[config.mk]
export PLATFORM = sky130hd
export DESIGN_NAME = bcd_rtc
export DESIGN_NICKNAME = d
export VERILOG_FILES = /design/src/rtl/rtc_pkg.sv /design/src/rtl/rtc_time_core.sv /design/src/rtl/rtc_alarm.sv /design/src/rtl/bcd_rtc.sv
export SDC_FILE = /design/constraint.sdc
export NUM_CORES = 1
export LEC_CHECK = 0
export BUFFER_PORTS_ARGS = -buffer_cell sky130_fd_sc_hd__buf_2
export CAP_MARGIN = 20
export CORE_MARGIN = 10
export CORE_UTILIZATION = 38
export CTS_CLUSTER_DIAMETER = 60
export DETAILED_ROUTE_END_ITERATION = 7
export PLACE_DENSITY = 0.6
export SLEW_MARGIN = 20
export SYNTH_ARGS = -nofsm -noshare
export SYNTH_HDL_FRONTEND = slang
export SYNTH_SLANG_ARGS = --single-unit
[constraint.sdc]
create_clock -name clk -period 10.5 [get_ports clk]
set_input_delay 0.525 -clock clk [delete_from_list [all_inputs] [get_ports clk]]
set_output_delay 0.525 -clock clk [all_outputs]
set_load 0.02 [all_outputs]
[src/rtl/rtc_pkg.sv]
package rtc_pkg;

  typedef struct packed {
    logic [7:0] cent;
    logic [7:0] year;
    logic [7:0] mon;
    logic [7:0] wday;
    logic [7:0] mday;
    logic [7:0] hour;
    logic [7:0] min;
    logic [7:0] sec;
  } rtc_time_t;

  localparam int NUM_TIME   = 8;
  localparam int FIELD_W    = 8;
  localparam int TIME_W     = NUM_TIME * FIELD_W;

  localparam int REG_ALM_SEC  = 8;
  localparam int REG_ALM_MIN  = 9;
  localparam int REG_ALM_HOUR = 10;
  localparam int REG_ALM_MDAY = 11;
  localparam int REG_ENABLES  = 12;
  localparam int REG_FLAGS    = 13;
  localparam int REG_CTRL     = 14;

  localparam int CTRL_RUN_BIT = 0;
  localparam int CTRL_FRZ_BIT = 3;

  localparam rtc_time_t RTC_RST_DEFAULT = '{
    cent: 8'h20, year: 8'h00, mon: 8'h01, wday: 8'h01,
    mday: 8'h01, hour: 8'h00, min: 8'h00, sec: 8'h00};

  function automatic logic [7:0] bcd_inc(input logic [7:0] v);
    if (v[3:0] == 4'd9) return {v[7:4] + 4'd1, 4'd0};
    return {v[7:4], v[3:0] + 4'd1};
  endfunction

  // Leap test: 10 mod 4 is 2, so (2*tens + ones) mod 4 decides.
  function automatic logic [7:0] month_days(input logic [7:0] mon,
                                            input logic [7:0] yr);
    logic [4:0] s;
    s = {yr[7:4], 1'b0} + {1'b0, yr[3:0]};
    case (mon)
      8'h02:                      return (s[1:0] == 2'b00) ? 8'h29 : 8'h28;
      8'h04, 8'h06, 8'h09, 8'h11: return 8'h30;
      default:                    return 8'h31;
    endcase
  endfunction

endpackage

[src/rtl/rtc_time_core.sv]
module rtc_time_core
  import rtc_pkg::*;
#(
  parameter rtc_time_t RST_TIME = RTC_RST_DEFAULT
) (
  input  logic      clk,
  input  logic      rst_n,
  input  logic      step,
  input  logic      load,
  input  rtc_time_t load_val,
  output rtc_time_t time_q
);

  rtc_time_t time_n;

  always_comb begin
    time_n = time_q;
    if (load) begin
      time_n = load_val;
    end else if (step) begin
      if (time_q.sec != 8'h59) time_n.sec = bcd_inc(time_q.sec);
      else begin
        time_n.sec = 8'h00;
        if (time_q.min != 8'h59) time_n.min = bcd_inc(time_q.min);
        else begin
          time_n.min = 8'h00;
          if (time_q.hour != 8'h23) time_n.hour = bcd_inc(time_q.hour);
          else begin
            time_n.hour = 8'h00;
            time_n.wday = (time_q.wday == 8'h07) ? 8'h01 : bcd_inc(time_q.wday);
            if (time_q.mday != month_days(time_q.mon, time_q.year))
              time_n.mday = bcd_inc(time_q.mday);
            else begin
              time_n.mday = 8'h01;
              if (time_q.mon != 8'h12) time_n.mon = bcd_inc(time_q.mon);
              else begin
                time_n.mon = 8'h01;
                if (time_q.year != 8'h99) time_n.year = bcd_inc(time_q.year);
                else begin
                  time_n.year = 8'h00;
                  time_n.cent = (time_q.cent == 8'h99) ? 8'h00 : bcd_inc(time_q.cent);
                end
              end
            end
          end
        end
      end
    end
  end

  always_ff @(posedge clk or negedge rst_n) begin
    if (!rst_n)             time_q <= RST_TIME;
    else if (load || step)  time_q <= time_n;
  end

  assert_load_exact_R9: assert property (@(posedge clk) disable iff (!rst_n)
    load |=> (time_q == $past(load_val)));

  assert_idle_hold_R5: assert property (@(posedge clk) disable iff (!rst_n)
    (!load && !step) |=> $stable(time_q));

endmodule

[src/rtl/rtc_alarm.sv]
module rtc_alarm
  import rtc_pkg::*;
(
  input  logic       clk,
  input  logic       rst_n,
  input  logic       check,
  input  rtc_time_t  cur,
  input  logic [7:0] alm_sec,
  input  logic [7:0] alm_min,
  input  logic [7:0] alm_hour,
  input  logic [7:0] alm_mday,
  input  logic       rd_clr,
  input  logic       irq_en,
  output logic       flag_q,
  output logic       irq
);

  logic hit;
  logic flag_n;

  always_comb begin
    hit = check && (cur.sec == alm_sec) && (cur.min == alm_min) &&
          (cur.hour == alm_hour) && (cur.mday == alm_mday);
    flag_n = flag_q;
    if (hit)         flag_n = 1'b1;
    else if (rd_clr) flag_n = 1'b0;
  end

  always_ff @(posedge clk or negedge rst_n) begin
    if (!rst_n) flag_q <= 1'b0;
    else        flag_q <= flag_n;
  end

  assign irq = flag_q & irq_en;

  assert_flag_needs_check_R10: assert property (@(posedge clk) disable iff (!rst_n)
    (!flag_q && !check) |=> !flag_q);

  assert_read_clears_R11: assert property (@(posedge clk) disable iff (!rst_n)
    (rd_clr && !check) |=> !flag_q);

endmodule

[src/rtl/bcd_rtc.sv]
module bcd_rtc
  import rtc_pkg::*;
#(
  parameter int        ADDR_W   = 4,
  parameter rtc_time_t RST_TIME = RTC_RST_DEFAULT
) (
  input  logic              clk,
  input  logic              rst_n,
  input  logic              sec_tick,
  input  logic              wr_en,
  input  logic              rd_en,
  input  logic [ADDR_W-1:0] addr,
  input  logic [7:0]        wdata,
  output logic [7:0]        rdata,
  output logic              irq
);

  localparam logic [TIME_W-1:0] RST_FLAT = RST_TIME;

  // Reset: asserted asynchronously, released through two flops.
  logic rst_s0, rst_s1, rst_ni;
  always_ff @(posedge clk or negedge rst_n) begin
    if (!rst_n) begin
      rst_s0 <= 1'b0;
      rst_s1 <= 1'b0;
    end else begin
      rst_s0 <= 1'b1;
      rst_s1 <= rst_s0;
    end
  end
  assign rst_ni = rst_s1;

  // Control and alarm state
  logic       run_q, frz_q, dirty_q, aie_q, wke_q, step_q, xfer_q;
  logic       run_n, frz_n, dirty_n, aie_n, wke_n;
  logic [7:0] asec_q, amin_q, ahour_q, amday_q;
  logic [7:0] asec_n, amin_n, ahour_n, amday_n;

  logic ctrl_wr, commit, step, time_wr, rd_clr, flag_q;
  logic [TIME_W-1:0] vis_flat;
  rtc_time_t cur_time;

  always_comb begin
    ctrl_wr = wr_en && (addr == ADDR_W'(REG_CTRL));
    commit  = ctrl_wr && frz_q && !wdata[CTRL_FRZ_BIT] && dirty_q;
    step    = sec_tick && run_q && !commit;
    time_wr = wr_en && frz_q && (addr < ADDR_W'(NUM_TIME));
    rd_clr  = rd_en && (addr == ADDR_W'(REG_FLAGS));
  end

  always_comb begin
    run_n   = run_q;
    frz_n   = frz_q;
    aie_n   = aie_q;
    wke_n   = wke_q;
    asec_n  = asec_q;
    amin_n  = amin_q;
    ahour_n = ahour_q;
    amday_n = amday_q;
    dirty_n = dirty_q;
    if (time_wr) dirty_n = 1'b1;
    if (ctrl_wr) begin
      run_n = wdata[CTRL_RUN_BIT];
      frz_n = wdata[CTRL_FRZ_BIT];
      if (!wdata[CTRL_FRZ_BIT]) dirty_n = 1'b0;
    end
    if (wr_en) begin
      if (addr == ADDR_W'(REG_ALM_SEC))  asec_n  = wdata;
      if (addr == ADDR_W'(REG_ALM_MIN))  amin_n  = wdata;
      if (addr == ADDR_W'(REG_ALM_HOUR)) ahour_n = wdata;
      if (addr == ADDR_W'(REG_ALM_MDAY)) amday_n = wdata;
      if (addr == ADDR_W'(REG_ENABLES)) begin
        aie_n = wdata[0];
        wke_n = wdata[1];
      end
    end
  end

  always_ff @(posedge clk or negedge rst_ni) begin
    if (!rst_ni) begin
      run_q   <= 1'b1;
      frz_q   <= 1'b0;
      dirty_q <= 1'b0;
      aie_q   <= 1'b0;
      wke_q   <= 1'b0;
      asec_q  <= 8'h00;
      amin_q  <= 8'h00;
      ahour_q <= 8'h00;
      amday_q <= 8'h00;
      step_q  <= 1'b0;
      xfer_q  <= 1'b0;
    end else begin
      run_q   <= run_n;
      frz_q   <= frz_n;
      dirty_q <= dirty_n;
      aie_q   <= aie_n;
      wke_q   <= wke_n;
      asec_q  <= asec_n;
      amin_q  <= amin_n;
      ahour_q <= ahour_n;
      amday_q <= amday_n;
      step_q  <= step;
      xfer_q  <= step && !frz_q;
    end
  end

  // Host-visible layer: a host write wins over a pending reload.
  logic [TIME_W-1:0] cur_flat;
  assign cur_flat = cur_time;

  for (genvar i = 0; i < NUM_TIME; i++) begin : g_vis
    logic [7:0] fld_q, fld_n;
    always_comb begin
      fld_n = fld_q;
      if (time_wr && (addr == ADDR_W'(i))) fld_n = wdata;
      else if (xfer_q)                     fld_n = cur_flat[FIELD_W*i +: FIELD_W];
    end
    always_ff @(posedge clk or negedge rst_ni) begin
      if (!rst_ni) fld_q <= RST_FLAT[FIELD_W*i +: FIELD_W];
      else         fld_q <= fld_n;
    end
    assign vis_flat[FIELD_W*i +: FIELD_W] = fld_q;
  end

  rtc_time_core #(.RST_TIME(RST_TIME)) u_core (
    .clk      (clk),
    .rst_n    (rst_ni),
    .step     (step),
    .load     (commit),
    .load_val (rtc_time_t'(vis_flat)),
    .time_q   (cur_time)
  );

  rtc_alarm u_alarm (
    .clk      (clk),
    .rst_n    (rst_ni),
    .check    (step_q),
    .cur      (cur_time),
    .alm_sec  (asec_q),
    .alm_min  (amin_q),
    .alm_hour (ahour_q),
    .alm_mday (amday_q),
    .rd_clr   (rd_clr),
    .irq_en   (aie_q),
    .flag_q   (flag_q),
    .irq      (irq)
  );

  always_comb begin
    rdata = 8'h00;
    for (int i = 0; i < NUM_TIME; i++)
      if (addr == ADDR_W'(i)) rdata = vis_flat[FIELD_W*i +: FIELD_W];
    if (addr == ADDR_W'(REG_ALM_SEC))  rdata = asec_q;
    if (addr == ADDR_W'(REG_ALM_MIN))  rdata = amin_q;
    if (addr == ADDR_W'(REG_ALM_HOUR)) rdata = ahour_q;
    if (addr == ADDR_W'(REG_ALM_MDAY)) rdata = amday_q;
    if (addr == ADDR_W'(REG_ENABLES))  rdata = {6'b0, wke_q, aie_q};
    if (addr == ADDR_W'(REG_FLAGS))    rdata = {7'b0, flag_q};
    if (addr == ADDR_W'(REG_CTRL))     rdata = {4'b0, frz_q, 2'b0, run_q};
  end

  assert_freeze_hold_R6: assert property (@(posedge clk) disable iff (!rst_ni)
    (frz_q && !xfer_q && !time_wr) |=> $stable(vis_flat));

  assert_ignore_write_R8: assert property (@(posedge clk) disable iff (!rst_ni)
    (wr_en && !frz_q && (addr < ADDR_W'(NUM_TIME)) && !xfer_q) |=> $stable(vis_flat));

  assert_run_gate_R5: assert property (@(posedge clk) disable iff (!rst_ni)
    (!run_q && !commit) |=> $stable(cur_time));

  assert_reload_R7: assert property (@(posedge clk) disable iff (!rst_ni)
    (xfer_q && !time_wr) |=> (vis_flat == $past(cur_flat)));

endmodule

==> impl_metrics.env, run 1 <==
export IMPL_status="complete, no violations"
export IMPL_clockBufferDepth=2
export IMPL_yosysSeqAreaShare_pct=40.8
export IMPL_ant_nets=0
export IMPL_layout_drive_gt1_share_pct=12.8
export IMPL_h_tree_depth=4
export IMPL_hold_viol=0
export IMPL_postCtsResizedCells=0
export IMPL_syn_area_per_cell_um2=9.18
export IMPL_cts_buffers=17
export IMPL_drt_iter0_drc=1026
export IMPL_critical_path_max_stage_delay_ns=0.49
export IMPL_maxCapViolations=0
export IMPL_root_buffer="clkbuf_16"
export IMPL_port_buffers=25
export IMPL_synth_nets=1183
export IMPL_cts_tree="yes"
export IMPL_cts_hold_buffers=1
export IMPL_cpMostUsedCell="buf_2"
export IMPL_ys_flop_type="dfrtp_1"
export IMPL_grt_start_max_net_pins=78
export IMPL_finalClockSkew_ns=0.0126
export IMPL_final_area_mm2=0.0114
export IMPL_cp_max_fo=26
export IMPL_rsz0062_at_grt="false"
export IMPL_setup_viol=0
export IMPL_final_setup_tns_ns=0
export IMPL_initial_core_util_pct=38.7
export IMPL_fp_row_count=60
export IMPL_cts_setup_buffers=0
export IMPL_clk_pin_slew_worst_paths_ns=0.08
export IMPL_yosys_warnings=0
export IMPL_p_per_area_mw_per_mm2=179
export IMPL_ir_drop_uv=127
export IMPL_synth_seq_cells=170
export IMPL_grt_pass1_vias=8471
export IMPL_postSynth_asyncResetShare_pct=100
export IMPL_die_area_mm2=0.0345
export IMPL_ff2ff_setup_slack_ns=7.23
export IMPL_dr_pass1_iters=5
export IMPL_grt_overflow=0
export IMPL_fin_util_pct=42.0
export IMPL_num_vias=8871
export IMPL_crit_path_top_delay_cell="nor2_1"
export IMPL_wirelength_mm=33.0
export IMPL_cp_arrival_ns=2.96
export IMPL_core_mm2=0.0270
export IMPL_synth_edff_count=0
export IMPL_fp_dieH_um=186
export IMPL_min_period_ns=3.49
export IMPL_slew_violations=0
export IMPL_hpwl_mm=23.0
export IMPL_place_area_mm2=0.0108
export IMPL_gp_congestion=0.929
export IMPL_slew_limit_headroom_pct=31.9
export IMPL_worst_pin_slew_ns=1.02
export IMPL_synth_cells=1138
export IMPL_synth_area_mm2=0.0104
export IMPL_end_kind="output pin"
export IMPL_post_drt_wl_per_cell_um=22.4
export IMPL_crit_path_start_kind="input port"
export IMPL_viasPerCell=6.02
export IMPL_clock_latency_ns=0.45
export IMPL_final_nets=1164
export IMPL_power_mw=2.04
export IMPL_period_share_pct=33.2
export IMPL_die_width_um=186
export IMPL_grt_pass1_wl_mm=52.0
export IMPL_max_freq_mhz=287
export IMPL_power_leakage_nw=4.53
export IMPL_ys_types=83
export IMPL_cts_num_sinks=170
export IMPL_syn2layout_area_growth_pct=8.74
export IMPL_cp_cell_sequence="buf_2 > inv_1 > nor2_1 > a31oi_1 > o21ai_0 > nand3_1 > a21oi_1 > buf_2"
export IMPL_antenna_found_initial=1
export IMPL_drc=0
export IMPL_critPathKind="input port to output pin"
export IMPL_crit_required_ns=9.98
export IMPL_io_pins=26
export IMPL_track_usage_pct=19.6
export IMPL_min_path_type="register to asynchronous set/reset pin"
where the power goes:
group | switching (mW) | total, mW | internal [mW]
combinational | 0.223 | 0.420 | 0.197
sequential | 0.196 | 0.988 | 0.791
clock | 0.313 | 0.629 | 0.317
metal layers:
metal | share of wire (%) | wire length, µm | vias to the layer above | track usage [%]
li1 | - | - | 4081 | -
met1 | 46 | 15100 | 4439 | 27.4
met2 | 46 | 15000 | 302 | 29.9
met3 | 6.3 | 2070 | 49 | 3.59
met4 | 2.3 | 748 | 0 | 6.19
met5 | 0 | 0 | - | 0
cell type report:
| cell class | count | area (µm²) |
|---|---|---|
| clock inverters | 15 | 148 |
| well taps | 341 | 427 |
| clock buffers | 17 | 425 |
| repair buffers | 37 | 221 |
| multi-input cells | 861 | 5740 |
| flip-flops and latches | 170 | 4270 |
| inverters | 32 | 120 |
| diodes | 1 | 2.50 |
| fillers | 2670 | 15700 |
flip-flops by register name, indices dropped and copies added, names as in the netlist:
name / count
ahour_q: 8
aie_q: 1
amday_q: 8
amin_q: 8
asec_q: 8
dirty_q: 1
frz_q: 1
g_vis.fld_q: 64
rst_ni: 1
rst_s0: 1
run_q: 1
step_q: 1
u_alarm.flag_q: 1
u_core.time_q: 64
wke_q: 1
xfer_q: 1
path summary, 6_finish.rpt:
| kind | endpoint | cells past startpoint | startpoint |
|---|---|---|---|
| min reg2reg | g_vis[6].fld_q[4] | 0 | rst_ni |
| min in group clk | rst_ni | 0 | rst_s0 |
| max | rdata[5] | 8 | addr[2] |
| min | g_vis[6].fld_q[4] | 0 | rst_ni |
| max reg2reg | u_core.time_q[38] | 7 | u_core.time_q[4] |
| max in group asynchronous | g_vis[0].fld_q[6] | 1 | rst_ni |
cell usage after synthesis (all sizes together), types with 4 or more instances:
| master | n | share of area [%] |
|---|---|---|
| nand4bb | 4 | 0.43 |
| ha | 28 | 3.4 |
| dfstp | 9 | 2.3 |
| nand2b | 8 | 0.48 |
| nand2 | 113 | 4.1 |
| nor3 | 22 | 1.2 |
| a22oi | 7 | 0.50 |
| nor4 | 9 | 0.54 |
| o31ai | 8 | 0.57 |
| and3 | 5 | 0.30 |
| or4 | 13 | 0.97 |
| nand4 | 12 | 0.78 |
| inv | 32 | 1.1 |
| nor2 | 103 | 3.7 |
| mux2i | 76 | 7.3 |
| a22o | 6 | 0.50 |
| mux2 | 42 | 4.5 |
| o21ai | 106 | 5.1 |
| a31oi | 32 | 1.9 |
| buf | 24 | 1.3 |
| mux4 | 6 | 1.3 |
| dfrtp | 161 | 39 |
| a21oi | 86 | 4.2 |
| nor2b | 10 | 0.60 |
| o22ai | 6 | 0.36 |
| and2 | 5 | 0.30 |
| o21a | 5 | 0.36 |
| or3 | 9 | 0.54 |
| xnor2 | 19 | 1.6 |
| clkbuf | 51 | 1.8 |
| nor3b | 5 | 0.41 |
| xor2 | 15 | 1.3 |
| o211ai | 10 | 0.72 |
| nand3 | 36 | 1.7 |
| nand3b | 6 | 0.55 |
metrics by stage:
step / setup slack [ns] / hold WS (ns) / std cells
after floorplan: 5.43 / 0.229 / 1138
after CTS: 7.13 / 0.259 / 1473
after global routing: 6.86 / 0.274 / 1474
after global placement: 7.18 / 0.249 / 1440
final: 7.01 / 0.244 / 1474
after detailed placement: 7.12 / 0.244 / 1440
critical path, delay by kind of cell:
kind / cells / cell delay, ns
AO/OA/AOI/OAI: 3 / 0.74
buffers and inverters: 3 / 1.06
AND/OR/NAND/NOR: 2 / 0.62
cells by family (layout without fill, tap and decap cells):
kind of cell | Yosys count | in the layout | synth area share [%]
buf+inv | 107 | 101 | 4.25
mux | 124 | 124 | 13.1
fa+ha+maj | 28 | 28 | 3.35
simple gates | 372 | 372 | 17.7
flops | 170 | 170 | 40.8
compound gates | 302 | 302 | 17.9
xor+xnor | 34 | 34 | 2.85
other cells | 1 | 2 | 0.0359
layout by cell type (no fill, tap or decap), types with 17 or more instances in the layout:
cell type	netlist	routed
dfrtp_1	161	159
nand2_1	113	113
o21ai_0	103	103
nor2_1	103	103
a21oi_1	85	85
mux2i_1	76	76
mux2_2	42	42
nand3_1	36	36
inv_1	32	32
a31oi_1	32	32
ha_1	28	28
buf_2	7	25
nor3_1	21	20
xnor2_1	19	19
clkbuf_16	0	17
Note: power is estimated with default switching activity, not from simulation.
==> inputs of run 2 (changes only) <==
Settings changed: ABC_AREA set to 1.
Clock period 10.5 ns to 3.4 ns, I/O delays scaled along.
==> run 2 against run 1 <==
Via count is 2.6% higher. Combinational power grew to 3.1 times the previous value. Area after synthesis is 3.8% lower. Utilization is 0.48 points higher. Setup slack worse by 6.1 ns. Non-clock buffer count is 2 lower. First-iteration DRC count is 5.3% lower. Critical path depth is 6 higher.
==> impl_metrics.env, run 2 <==
export IMPL_ant_nets=0
export IMPL_hold_depth=3
export IMPL_maxCapViolations=0
export IMPL_viasPerCell=5.55
export IMPL_min_period_ns=2.48
export IMPL_end_kind="register"
export IMPL_clk_pin_slew_worst_paths_ns=0.07
export IMPL_min_path_type="input port to register"
export IMPL_die_width_um=183
export IMPL_final_common_cell="nand2_1"
export IMPL_crit_path_top_delay_cell="dfrtp_1"
export IMPL_postSynth_asyncResetShare_pct=100
export IMPL_rsz0062_at_grt="false"
export IMPL_grt_overflow=0
export IMPL_yosysTopAreaCell="dfrtp_1"
export IMPL_fp_dieH_um=183
export IMPL_intPower_mw=3.97
export IMPL_drc=0
export IMPL_ys_flop_type="dfrtp_1"
export IMPL_power_mw=6.10
export IMPL_h_tree_depth=4
export IMPL_status="complete, no violations"
export IMPL_synth_nets=1330
export IMPL_sequentialPowerShare_pct=47.4
export IMPL_cp_arrival_ns=2.85
export IMPL_max_freq_mhz=404
export IMPL_port_buffers=25
export IMPL_worst_pin_slew_ns=0.884
export IMPL_yosysSeqAreaShare_pct=42.4
export IMPL_rr_endpoint="u_core.time_q[61]"
export IMPL_synth_edff_count=0
export IMPL_clock_latency_ns=0.44
export IMPL_final_cell_mix="248 x nand2_1, 194 x inv_1, 159 x dfrtp_1"
export IMPL_diodes=0
export IMPL_synth_cells=1285
export IMPL_final_setup_tns_ns=0
export IMPL_cts_buffers=17
export IMPL_layout_drive_gt1_share_pct=8.35
export IMPL_initial_core_util_pct=38.6
export IMPL_critical_path_max_stage_delay_ns=0.45
export IMPL_r2r_start="u_core.time_q[44]"
export IMPL_syn2layout_area_growth_pct=10.2
export IMPL_finalClockSkew_ns=0.0167
export IMPL_hpwl_mm=22.2
export IMPL_setup_viol=0
export IMPL_crit_required_ns=3.77
export IMPL_root_buffer="clkbuf_16"
export IMPL_synth_most_common_cell="nand2_1"
export IMPL_synth_top_area_share_pct=40.1
export IMPL_critPathTopFamily="simple AND/OR/NAND/NOR gates"
export IMPL_drt_iter0_drc=972
export IMPL_power_frac_comb_pct=21.5
export IMPL_ir_drop_uv=350
export IMPL_die_area_mm2=0.0334
export IMPL_hold_viol=0
export IMPL_fp_row_count=59
export IMPL_clockPowerShare_pct=31.1
export IMPL_cp_max_fo=8
export IMPL_slew_limit_headroom_pct=41.0
export IMPL_path_buf_inv=2
export IMPL_postCtsResizedCells=0
export IMPL_io_pins=26
export IMPL_yosys_warnings=0
export IMPL_track_usage_pct=18.7
export IMPL_core_mm2=0.0261
export IMPL_ys_types=48
export IMPL_dr_pass1_iters=5
export IMPL_cts_num_sinks=170
export IMPL_synthTopCellsByCount="248 x nand2_1, 194 x inv_1, 161 x dfrtp_1, 126 x nand3_1, 103 x o21ai_0"
export IMPL_min_to="u_alarm.flag_q"
export IMPL_clockBufferDepth=2
export IMPL_critPathLaunch="u_core.time_q[44]"
export IMPL_reg2reg_depth=14
export IMPL_crit_path_start_kind="register"
export IMPL_hold_start="rd_en"
export IMPL_cp_cell_sequence="inv_1 > ha_1 > inv_1 > nor2_1 > nand2_1 > nand2_1 > nand3_1 > nor2_1 > nand3_1 > nand2_2 > nand3_2 > nor2_2 > nand3_1 > nand2_1"
export IMPL_synth_area_mm2=0.0101
export IMPL_p_sw_mw=2.13
export IMPL_synth_area_top_cells="dfrtp_1 40%, nand2_1 9.3%, inv_1 7.2%, nand3_1 6.3%, o21ai_0 5.1%"
export IMPL_slew_violations=0
export IMPL_grt_start_max_net_pins=75
export IMPL_wirelength_mm=31.3
export IMPL_largestRegisters="g_vis.fld_q: 64 flops, u_core.time_q: 64 flops"
export IMPL_power_leakage_nw=5.23
export IMPL_cts_tree="yes"
export IMPL_gp_congestion=0.940
export IMPL_period_share_pct=72.9
export IMPL_fillers=2625
export IMPL_grt_pass1_wl_mm=49.8
export IMPL_ff2ff_setup_slack_ns=0.92
export IMPL_synth_seq_cells=170
export IMPL_syn_area_per_cell_um2=7.82
export IMPL_p_per_area_mw_per_mm2=551
export IMPL_antenna_found_initial=0
export IMPL_post_drt_wl_per_cell_um=19.1
export IMPL_switching_share_pct=35.0
export IMPL_grt_pass1_vias=8671
export IMPL_critPathKind="register to register"
export IMPL_final_nets=1337
export IMPL_num_vias=9100
==> run 2: changes by cell type after synthesis, moves of 12 or more <==
cell	previous run	this run
a21oi_1	85	28
a31oi_1	32	5
clkbuf_1	51	34
inv_1	32	194
mux2_2	42	2
mux2i_1	76	1
nand2_1	113	248
nand3_1	36	126
nand4_1	11	25
nor3_1	21	5
o221ai_1	3	55
o22ai_1	6	27
or4_1	12	0
==> run 2: kinds of logic (layout without fill, tap and decap cells) <==
family | count (synthesis) | count (layout) | share of synthesized area (%)
other | 1 | 1 | 0.0373
muxes | 3 | 3 | 0.324
and+or+nand+nor | 529 | 529 | 23.4
adders and majority gates | 28 | 28 | 3.49
DFF | 170 | 170 | 42.4
buffers and inverters | 245 | 265 | 9.35
AOI/OAI and AO/OA | 260 | 260 | 16.7
xor gates and xnor gates | 49 | 49 | 4.27
==> run 2: worst min-delay path: cells and delay by family <==
family / cells / cell delay (ns)
AOI/OAI and AO/OA: 1 / 0.11
buffers and inverters: 1 / 0.08
and+or+nand+nor: 1 / 0.05
==> run 2: layout make-up <==
type	count	area (µm²)	area share [%]
sequential	170	4270	38.5
timing repair buffer	35	240	2.17
clock inverter	13	108	0.971
inverter	198	743	6.71
tap	335	419	3.78
multi-input combinational	870	4850	43.7
clock buffer	19	453	4.09
==> run 2: how the worst max path moves through the flow <==
stage	end	slack [ns]	cells past startpoint
6_report	u_core.time_q[61]	0.92	14
4_1_cts	u_core.time_q[48]	0.94	15
3_3_place_gp	u_core.time_q[50]	0.97	15
2_1_floorplan	ahour_q[0]	0.60	0
5_1_grt	u_core.time_q[50]	0.63	15
3_5_place_dp	u_core.time_q[48]	0.95	15
==> run 2: metal layers <==
| layer | routed length [µm] | up-vias | track usage, % |
|---|---|---|---|
| met5 | 0 | - | 0 |
| met4 | 593 | 0 | 5.14 |
| met3 | 2440 | 46 | 3.44 |
| met2 | 14200 | 332 | 28.6 |
| met1 | 14100 | 4383 | 26.5 |
| li1 | - | 4339 | - |
==> run 2: repair_timing <==
action / 4_1_cts / 5_1_grt
hold buffers: 1 / 0
setup buffers: 0 / 0
endpoints found under the setup margin: 0 / 0
endpoints found under the hold margin: 2 / 0
==> run 2: stage by stage <==
step	area, µm²	setup slack [ns]	util, %	hold WS, ns	std cells
5_1_grt	11100	0.634	42.5	0.0366	1640
6_report	11100	0.922	42.5	0.00796	1640
2_1_floorplan	10100	0.598	-	-0.126	1285
3_3_place_gp	10500	0.966	40.3	-0.0426	1607
4_1_cts	11100	0.938	42.5	0.00282	1640
3_5_place_dp	10500	0.955	40.3	-0.0428	1607
==> run 2: power by group through the flow <==
stage / sequential (mW) / clock, mW / combinational, mW
global route: 2.94 / 2.01 / 1.47
CTS: 2.89 / 1.92 / 1.31
finish: 2.89 / 1.90 / 1.31
floorplan: 2.77 / 0 / 0.927
global placement: 2.92 / 0 / 1.27
detailed placement: 2.92 / 0 / 1.30
==> inputs of run 3 (changes only) <==
Clock period 3.4 ns to 2.3 ns, I/O delays scaled along.
==> run 3 against run 2 <==
Sequential share of layout area fell by 2.2 points. Non-clock buffer count rose by 71. Combinational power rose by 67%. Largest power group unchanged.
==> impl_metrics.env, run 3 (synthesis gave the netlist of run 2 again) <==
export IMPL_crit_path_top_delay_cell="dfrtp_1"
export IMPL_hold_viol=0
export IMPL_crit_required_ns=2.62
export IMPL_ant_nets=0
export IMPL_wirelength_mm=32.4
export IMPL_largestRegisters="g_vis.fld_q: 64 flops, u_core.time_q: 64 flops"
export IMPL_finalClockSkew_ns=0.0280
export IMPL_r2r_start="u_core.time_q[1]"
export IMPL_cts_buffers=17
export IMPL_ir_drop_uv=366
export IMPL_dr_pass1_iters=5
export IMPL_whs_ns=0.105
export IMPL_min_to="dirty_q"
export IMPL_grt_overflow=0
export IMPL_critPathTopFamily="simple AND/OR/NAND/NOR gates"
export IMPL_cp_max_fo=4
export IMPL_fillers=2599
export IMPL_placed_cells=1664
export IMPL_grt_pass1_vias=8903
export IMPL_end_kind="register"
export IMPL_track_usage_pct=19.5
export IMPL_fin_cells=1712
export IMPL_cp_cell_sequence="inv_1 > ha_1 > nand2_1 > nor2_2 > nand4_1 > o21ai_2 > nand2_4 > nor2_8 > buf_2 > buf_4 > mux2_2"
export IMPL_die_area_mm2=0.0334
export IMPL_grt_start_max_net_pins=65
export IMPL_num_vias=9433
export IMPL_post_drt_wl_per_cell_um=18.9
export IMPL_fp_dieH_um=183
export IMPL_hold_start="addr[3]"
export IMPL_h_tree_depth=4
export IMPL_clk_pin_slew_worst_paths_ns=0.08
export IMPL_power_leakage_nw=5.60
export IMPL_antenna_found_initial=1
export IMPL_syn2layout_area_growth_pct=17.0
export IMPL_slew_limit_headroom_pct=40.3
export IMPL_gp_congestion=0.943
export IMPL_slew_violations=0
export IMPL_clock_latency_ns=0.45
export IMPL_maxCapViolations=0
export IMPL_final_nets=1408
export IMPL_layout_drive_gt1_share_pct=14.7
export IMPL_hpwl_mm=23.4
export IMPL_core_mm2=0.0261
export IMPL_root_buffer="clkbuf_16"
export IMPL_final_common_cell="nand2_1"
export IMPL_hold_depth=4
export IMPL_grt_pass1_wl_mm=51.5
export IMPL_clockBufferDepth=2
export IMPL_period_share_pct=97.5
export IMPL_die_width_um=183
export IMPL_status="complete, no violations"
export IMPL_p_per_area_mw_per_mm2=785
export IMPL_rsz0062_at_grt="true"
export IMPL_final_cell_mix="247 x nand2_1, 187 x inv_1, 159 x dfrtp_1"
export IMPL_viasPerCell=5.51
export IMPL_max_freq_mhz=446
export IMPL_io_pins=26
export IMPL_reg2reg_depth=11
export IMPL_path_buf_inv=3
export IMPL_rr_endpoint="u_core.time_q[35]"
export IMPL_port_buffers=25
export IMPL_critPathKind="register to register"
export IMPL_fp_row_count=59
export IMPL_critical_path_max_stage_delay_ns=0.38
export IMPL_initial_core_util_pct=38.6
export IMPL_min_path_type="input port to register"
export IMPL_min_period_ns=2.24
export IMPL_cp_arrival_ns=2.57
export IMPL_ff2ff_setup_slack_ns=0.06
export IMPL_cts_tree="yes"
export IMPL_drc=0
export IMPL_crit_path_start_kind="register"
export IMPL_drt_iter0_drc=974
export IMPL_worst_pin_slew_ns=0.895
export IMPL_cts_num_sinks=170
export IMPL_setup_viol=0
run 3: routing by layer:
metal / up-vias / global-route usage (%) / wire [µm]
li1: 4487 / - / -
met1: 4559 / 27.6 / 15000
met2: 351 / 28.5 / 14300
met3: 36 / 4.73 / 2490
met4: 0 / 6.02 / 648
met5: - / 0 / 0
run 3: cell type report:
cell class / instances / area, µm² / share of cell area, %
clock inverters: 13 / 124 / 1.05
flip-flops and latches: 170 / 4270 / 36.3
clock buffers: 19 / 443 / 3.77
multi-input cells: 870 / 4950 / 42.1
inverters: 198 / 743 / 6.32
diodes: 1 / 2.50 / 0.0213
repair buffers: 106 / 808 / 6.87
well taps: 335 / 419 / 3.56
run 3: worst reg2reg max path, delay by kind of cell (launching register included):
kind            cells  cell delay, ns
flops               1            0.38
fa+ha+maj           1            0.13
buf+inv             3            0.40
compound gates      1            0.28
mux                 1            0.32
simple gates        5            0.62
run 3: worst max path at each step:
stage,startpoint,to,cells after the start
global placement,addr[3],u_core.time_q[50],14
finish,u_core.time_q[1],u_core.time_q[35],11
floorplan,u_core.time_q[1],u_core.time_q[60],12
CTS,u_core.time_q[44],u_core.time_q[63],13
global route,u_core.time_q[1],u_core.time_q[51],14
detailed placement,addr[3],u_core.time_q[63],12
run 3: power breakdown:
group	total (mW)	switching, mW	internal, mW
clock network	2.87	1.40	1.47
registers	4.17	0.502	3.67
logic	2.19	1.34	0.853
total	9.24	3.25	5.99
run 3: what timing repair did:
action / in CTS / in global routing
endpoints found under the hold margin: 4 / 0
cloned: 0 / 0
setup endpoints to repair: 11 / 48
resized for setup: 4 / 35
buffers inserted: 0 / 12
hold buffers: 4 / 0
pin swaps: 0 / 22
run 3: stage by stage:
| step | power (mW) | cell area [µm²] | setup WS (ns) | utilization, % | setup TNS [ns] |
|---|---|---|---|---|---|
| after global placement | 6.28 | 10900 | -0.0770 | 42.0 | -0.465 |
| after global routing | 9.74 | 11800 | -0.0619 | 45.1 | -0.419 |
| after CTS | 9.22 | 11600 | 0.00681 | 44.4 | 0 |
| final | 9.24 | 11800 | 0.0580 | 45.1 | 0 |
| after detailed placement | 6.33 | 10900 | -0.159 | 42.0 | -1.61 |
| after floorplan | 5.47 | 10100 | 0.312 | - | 0 |
